File: src/rtl/dls_pkg.sv
package dls_pkg;
   // Encoding values accepted by the decode screen
   localparam logic [7:0] DLS_OPC_SHUFFLE = 8'h36;
   localparam logic [1:0] DLS_MAP_0F38    = 2'b10;
   localparam logic [1:0] DLS_PFX_66      = 2'b01;

   // Lane selector implementation choices
   typedef enum logic [0:0] {
      XBAR_BINARY_MUX = 1'b0,
      XBAR_ONEHOT_OR  = 1'b1
   } xbar_style_e;

   // Registered output bundle
   typedef struct packed {
      logic valid;
      logic bad;
   } dls_status_t;
endpackage

File: src/rtl/dls_enc_gate.sv
module dls_enc_gate
   import dls_pkg::*;
#(
   parameter logic [7:0] ACC_OPCODE = DLS_OPC_SHUFFLE,
   parameter logic [1:0] ACC_MAP    = DLS_MAP_0F38,
   parameter logic [1:0] ACC_PFX    = DLS_PFX_66
) (
   input  logic [7:0] opcode_i,
   input  logic [1:0] map_i,
   input  logic [1:0] pfx_i,
   input  logic       vlen256_i,
   input  logic       wide_i,
   output logic       accept_o
);
   logic opc_hit;
   logic map_hit;
   logic pfx_hit;
   logic len_ok;
   logic width_ok;

   always_comb begin
      opc_hit  = (opcode_i == ACC_OPCODE);
      map_hit  = (map_i == ACC_MAP);
      pfx_hit  = (pfx_i == ACC_PFX);
      len_ok   = vlen256_i;
      width_ok = ~wide_i;
      accept_o = opc_hit & map_hit & pfx_hit & len_ok & width_ok;
   end
endmodule

File: src/rtl/dls_lane_pick.sv
module dls_lane_pick
   import dls_pkg::*;
#(
   parameter int          LANES  = 8,
   parameter int          LANE_W = 32,
   parameter xbar_style_e STYLE  = XBAR_BINARY_MUX,
   localparam int         SEL_W  = $clog2(LANES),
   localparam int         VEC_W  = LANES * LANE_W
) (
   input  logic [LANE_W-1:0] idx_lane_i,
   input  logic [VEC_W-1:0]  src_i,
   output logic [LANE_W-1:0] lane_o
);
   logic [SEL_W-1:0] sel;
   logic             idx_unused;

   assign sel        = idx_lane_i[SEL_W-1:0];
   assign idx_unused = ^idx_lane_i[LANE_W-1:SEL_W];

   generate
      if (STYLE == XBAR_BINARY_MUX) begin : g_mux
         always_comb begin
            lane_o = '0;
            for (int k = 0; k < LANES; k++) begin
               if (sel == k[SEL_W-1:0]) lane_o = src_i[k*LANE_W +: LANE_W];
            end
         end
      end else begin : g_onehot
         logic [LANES-1:0] hot;
         always_comb begin
            hot = '0;
            hot[sel] = 1'b1;
         end
         always_comb begin
            lane_o = '0;
            for (int k = 0; k < LANES; k++) begin
               lane_o = lane_o | (src_i[k*LANE_W +: LANE_W] & {LANE_W{hot[k]}});
            end
         end
      end
   endgenerate
endmodule

File: src/rtl/dword_lane_shuffle.sv
module dword_lane_shuffle
   import dls_pkg::*;
#(
   parameter int          LANES      = 8,
   parameter int          LANE_W     = 32,
   parameter xbar_style_e STYLE      = XBAR_BINARY_MUX,
   parameter logic [7:0]  ACC_OPCODE = DLS_OPC_SHUFFLE,
   parameter logic [1:0]  ACC_MAP    = DLS_MAP_0F38,
   parameter logic [1:0]  ACC_PFX    = DLS_PFX_66,
   localparam int         SEL_W      = $clog2(LANES),
   localparam int         VEC_W      = LANES * LANE_W
) (
   input  logic             clk,
   input  logic             rst,
   input  logic             in_valid,
   input  logic [VEC_W-1:0] idx_vec,
   input  logic [VEC_W-1:0] src_vec,
   input  logic [7:0]       dec_opcode,
   input  logic [1:0]       dec_map,
   input  logic [1:0]       dec_pfx,
   input  logic             dec_vlen256,
   input  logic             dec_wide,
   output logic             out_valid,
   output logic             out_bad_op,
   output logic [VEC_W-1:0] out_result,
   output logic             out_wr_en,
   output logic             out_simd_fp_exc
);
   // Elaboration-time parameter checks
   generate
      if (LANES < 2 || (LANES & (LANES - 1)) != 0) begin : g_bad_lanes
         $error("LANES must be a power of two of at least 2");
      end
      if (LANE_W <= SEL_W) begin : g_bad_width
         $error("LANE_W must exceed the index width");
      end
   endgenerate

   logic             accept;
   logic [VEC_W-1:0] xbar_out;
   dls_status_t      stat_q;
   logic [VEC_W-1:0] result_q;

   dls_enc_gate #(
      .ACC_OPCODE(ACC_OPCODE),
      .ACC_MAP   (ACC_MAP),
      .ACC_PFX   (ACC_PFX)
   ) u_gate (
      .opcode_i (dec_opcode),
      .map_i    (dec_map),
      .pfx_i    (dec_pfx),
      .vlen256_i(dec_vlen256),
      .wide_i   (dec_wide),
      .accept_o (accept)
   );

   generate
      for (genvar g = 0; g < LANES; g++) begin : g_lane
         dls_lane_pick #(
            .LANES (LANES),
            .LANE_W(LANE_W),
            .STYLE (STYLE)
         ) u_pick (
            .idx_lane_i(idx_vec[g*LANE_W +: LANE_W]),
            .src_i     (src_vec),
            .lane_o    (xbar_out[g*LANE_W +: LANE_W])
         );
      end
   endgenerate

   always_ff @(posedge clk) begin
      if (rst) begin
         stat_q   <= '0;
         result_q <= '0;
      end else begin
         stat_q.valid <= in_valid;
         stat_q.bad   <= in_valid & ~accept;
         result_q     <= (in_valid & accept) ? xbar_out : '0;
      end
   end

   assign out_valid       = stat_q.valid;
   assign out_bad_op      = stat_q.bad;
   assign out_result      = result_q;
   assign out_wr_en       = stat_q.valid & ~stat_q.bad;
   assign out_simd_fp_exc = 1'b0;
endmodule

File: config.mk
export PLATFORM = sky130hd
export DESIGN_NAME = dword_lane_shuffle
export DESIGN_NICKNAME = d
export VERILOG_FILES = /design/src/rtl/dls_pkg.sv /design/src/rtl/dls_enc_gate.sv /design/src/rtl/dls_lane_pick.sv /design/src/rtl/dword_lane_shuffle.sv
export SDC_FILE = /design/constraint.sdc
export NUM_CORES = 1
export LEC_CHECK = 0
export ABC_AREA = 0
export ABC_CLOCK_PERIOD_IN_PS = 2270
export BUFFER_PORTS_ARGS = -buffer_cell sky130_fd_sc_hd__buf_2
export CAP_MARGIN = 20
export CORE_AREA = 4 4 303 305
export DETAILED_ROUTE_END_ITERATION = 16
export DIE_AREA = 0 0 307 309
export GPL_ROUTABILITY_DRIVEN = 0
export PLACE_DENSITY_LB_ADDON = 0.1
export SETUP_SLACK_MARGIN = 0.4
export SYNTH_ARGS = -nofsm -noshare
export SYNTH_HDL_FRONTEND = slang
export SYNTH_SLANG_ARGS = --single-unit
File: constraint.sdc
create_clock -name clk -period 2.27 [get_ports clk]
set_clock_uncertainty 0.05 [all_clocks]
set_input_delay 0.681 -clock clk [delete_from_list [all_inputs] [get_ports clk]]
set_output_delay 0.681 -clock clk [all_outputs]
set_load 0.02 [all_outputs]
# Word-level counts from Yosys, hierarchy flattened
# Cells that the tools add are included.
op_classes:
  n_mux: 64
  n_bitwise: 11
  n_eq_ne: 59
  n_reduce_logical: 9
op_table:
  columns: ["op", "count"]
  rows:
  - ["$mux 32", 64]
  - ["$eq 3x3->1 const B", 32]
  - ["$eq 3x2->1 const B", 16]
  - ["$eq 3x1->1 const B", 8]
  - ["$logic_not 3->1", 8]
  - ["$eq 8x6->1 const B", 1]
  - ["$and 1x1->1", 7]
  - ["$not 1->1", 4]
  - ["$eq 2x1->1 const B", 1]
  - ["$eq 2x2->1 const B", 1]
  - ["$reduce_or 2->1", 1]
word_totals:
  ff_bits: 258
  in_bits: 529
  out_inout_bits: 260
  word_cells: 146

# Logic depth before layout (Yosys ltp)
logic_depth:
  word_depth: 9
  mapped_depth: 8
  mapped_depth_nobuf: 4

# Hierarchy
# From an unflattened synthesis, not the netlist that was laid out.
unflattened:
  cells_unflattened: 3632
  area_unflattened_um2: 29219.3
by_module_without_submodules:
  columns: ["mod", "seq_area_each_um2", "area_each_um2", "n_inst", "cells_each"]
  rows:
  - ["dls_lane_pick", 0.0, 2626.3, 8, 378]
  - ["dword_lane_shuffle", 5165.0, 8161.6, 1, 603]
  - ["dls_enc_gate", 0.0, 47.5, 1, 5]

# Worst setup path before layout
# No wires, ideal clock.
synth_timing:
  path_type: "input-to-reg"
  startpoint: "in idx_vec[192]"
  endpoint: "reg result_q[222], in the netlist out_result[222]"
  setup_ns: 0.117
  path_slack_ns: 0.221
  path_buffers: 3
  arrival_ns: 1.882
  cell_stages: 6
  required_time_ns: 2.103
  path_cell_list: "buf_2 > buf_2 > buf_4 > mux4_2 > mux2i_1 > nor2_1"
synth_via:
  elab_chain_cells: 9
  elab_cells_between_ends: 16
  cone_classes: "eq/ne: 7; mux: 8; reduce/logical: 1"
synth_rtl:
  columns: ["element", "line", "source"]
  rows:
  - ["start: declaration", "dword_lane_shuffle.sv:16", "input logic [VEC_W-1:0] idx_vec,"]
  - ["$logic_not 3->1", "dls_lane_pick.sv:25", "if (sel == k[SEL_W-1:0]) lane_o = src_i[k*LANE_W +: LANE_W];"]
  - ["$mux 32 (7 in a row)", "dls_lane_pick.sv:25", null]
  - ["$mux 32 *", "dls_lane_pick.sv:25", null]
  - ["end signal: assignment", "dword_lane_shuffle.sv:78", "result_q <= (in_valid & accept) ? xbar_out : '0;"]
  - ["end: declaration", "dword_lane_shuffle.sv:42", "logic [VEC_W-1:0] result_q;"]
# Every way passes the cells marked *; elsewhere a longest branch is shown, timed or not.
# A chain may end at the register's enable or synchronous reset.

# Worst setup path in the final report
layout_timing:
  startpoint: "in dec_opcode[6]"
  endpoint: "reg result_q[159], in the netlist out_result[159]"
layout_via:
  elab_chain_cells: 8
layout_rtl:
  columns: ["element", "line", "source"]
  rows:
  - ["start: declaration", "dword_lane_shuffle.sv:18", "input logic [7:0] dec_opcode,"]
  - ["$eq 8x6->1", "dls_enc_gate.sv:22", "opc_hit = (opcode_i == ACC_OPCODE);"]
  - ["$and 1x1->1 (4 in a row)", "dls_enc_gate.sv:27", "accept_o = opc_hit & map_hit & pfx_hit & len_ok & width_ok;"]
  - ["$and 1x1->1", "dword_lane_shuffle.sv:78", null]
  - ["$not 1->1 (no source line)", null, null]
  - ["$reduce_or 2->1 (no source line)", null, null]
# Every way passes these cells.

==> results.cfg <==
[die]
dieWidth_um = 307
std_cell_rows = 110
io_pins = 789
start_util = 0.275
die_h_um = 309
core_um2 = 89300
die-area_um2 = 94900

[logic_synthesis]
yosysWarnings = 0
ys_seq_area_frac = 0.211
avgSynthCellArea_um2 = 8.67
synth_fp_nets = 3358
synth_cell_type_count = 56
synth_edf_count = 0
synth_ff_type = dfxtp_1
synth_top_area_cell = mux2i_1
synth_area_um2 = 24500
yosys.area.top_type_share = 0.306
synth_cells = 2829
synth_area_leaders = mux2i_1, dfxtp_1, o22ai_1
async_flop_share = 0
synth_seq_cells = 258

[sta]
period_share = 0.841
rsz0062_at_grt = true
tns_ps = 0
setup_violations = 0
max_freq_ghz = 0.524
hold_violations = 0
slew_headroom = 0.405
tightest_slew_ps = 889
slew_viol_final = 0
hold_slack_ps = 444
min_period_ps = 1910

[setup_path]
cp-end-kind = flop
crit_arrival_ps = 2320
cp_max_fo = 7
required_ps = 2680
start_kind = input pin
critPathKind = input pin to flop

[final_layout]
final_cell_mix = mux2i_1, buf_2, nor2_1
stdcell_area_um2 = 32300
nets = 3832
instances_no_fill = 4513
mostFrequentLayoutCell = mux2i_1
area_growth_pct = 31.5
final_util = 0.361
drive_above_1_share = 0.374

[grt]
grt_max_degree = 44
grt_busiest_layer = met2
first_global_vias = 26499
grt_overflow = 0
use_met1 = 0.385
grt_pass1_wl_mm = 201
use_met2 = 0.453
met3_usage = 0.0626
grt_usage = 0.289
antenna_found_initial = 12

[pwr]
peakVddDrop_v = 0.000342
sw_frac_of_total = 0.342
power.leakage_nw = 14.6
clockPowerShare = 0.417
p_int_mw = 10.4
comb_power_share = 0.299
seq_power_share = 0.285
switchingPower_mw = 5.42
power_density_nw_per_um2 = 492

[routing]
drc = 0
drt_iter0_drc = 2386
ant_nets = 0
routed_wl_mm = 145
viasPerCell = 5.89
routed-via-count = 26603
wl_per_cell_um = 32.2
drt_pass1_iterations = 6

[clocking]
path_clk_slew_ps = 60
cts_buffer_depth = 3
htree_levels = 2
cts-root-buf = clkbuf_16
hold_buffers = 0
numCtsBuffers = 38
clock_sinks = 258
cts_tree = done

[place]
placed_cell_area_um2 = 30300
place.port_buffers = 555
dp_hpwl_mm = 106
placed_cells = 4427

[hold_path]
hp-class = input pin to flop

[status]
status = completed

[job]
cap_violations = 0
==> logic make-up (layout without fill, tap and decap cells) <==
group	Yosys count	count (layout)	synth area share
AOI/OAI and AO/OA	706	706	0.219
buffers and inverters	413	916	0.0772
DFF	258	258	0.211
muxes	859	859	0.380
other	1	6	0.000153
and+or+nand+nor	592	592	0.113
==> cell type report <==
type                       count  area, µm²
clock inverter                18        245
tap                         1176       1470
sequential                   258       5260
timing repair buffer         831       6310
inverter                      16       62.6
clock buffer                  51       1110
antenna                        5       12.5
fill                        9133      57100
multi-input combinational   2158      17800
==> cells in the mapped netlist, types with 50 or more instances <==
master and instances:
a21oi_1 89, a221oi_1 54, a22oi_1 50, buf_2 131, clkbuf_1 193, dfxtp_1 258, mux2_2 57, mux2i_1 750
mux4_2 52, nor2_1 378, nor2b_1 71, o21ai_0 67, o22ai_1 237, o22ai_2 91
==> path summary, 6_finish.rpt <==
path                 startpoint                    endpoint  slack (ps)  cells past startpoint
setup / recovery  dec_opcode[6]  out_result[159]$_SDFF_PP0_         360                      9
hold / removal     src_vec[229]  out_result[101]$_SDFF_PP0_         440                      3
==> registers in the layout (all words and copies together) (netlist names) <==
| register | flops |
|---|---|
| out_bad_op | 1 |
| out_valid | 1 |
| out_result | 256 |
==> layer usage <==
metal / routed length (µm) / vias up
li1: - / 11496
met1: 62600 / 13196
met2: 63800 / 1564
met3: 12500 / 339
met4: 6550 / 8
met5: 46 / -
==> power groups by stage <==
stage | sequential [mW] | clock (mW) | combinational (mW)
final | 4.51 | 6.61 | 4.74
after global routing | 4.51 | 6.91 | 5.01
after CTS | 4.52 | 6.78 | 4.64
after detailed placement | 4.63 | 0 | 4.61
after global placement | 4.63 | 0 | 4.51
after floorplan | 4.63 | 0 | 2.79
==> timing repair <==
| item | in CTS | in global routing |
|---|---|---|
| endpoints found under the hold margin | 0 | 0 |
| pin swaps | 1 | 2 |
| endpoints found under the setup margin | 119 | 74 |
| buffers inserted | 2 | 9 |
| gates resized for setup | 126 | 41 |
| gates cloned | 0 | 1 |
==> metrics by stage <==
stage	setup slack, ps	total power, mW
floorplan	247	7.42
global placement	-323	9.15
detailed placement	-333	9.24
CTS	274	15.9
global route	317	16.4
finish	362	15.9
==> critical path, cell delays in order <==
cell,delay (ps)
buf_6,100
nor4b_4,340
and4_4,280
buf_12,130
nand2_8,60
buf_12,150
buf_12,160
buf_4,170
a21oi_2,220
(Power assumes the default switching activity.)
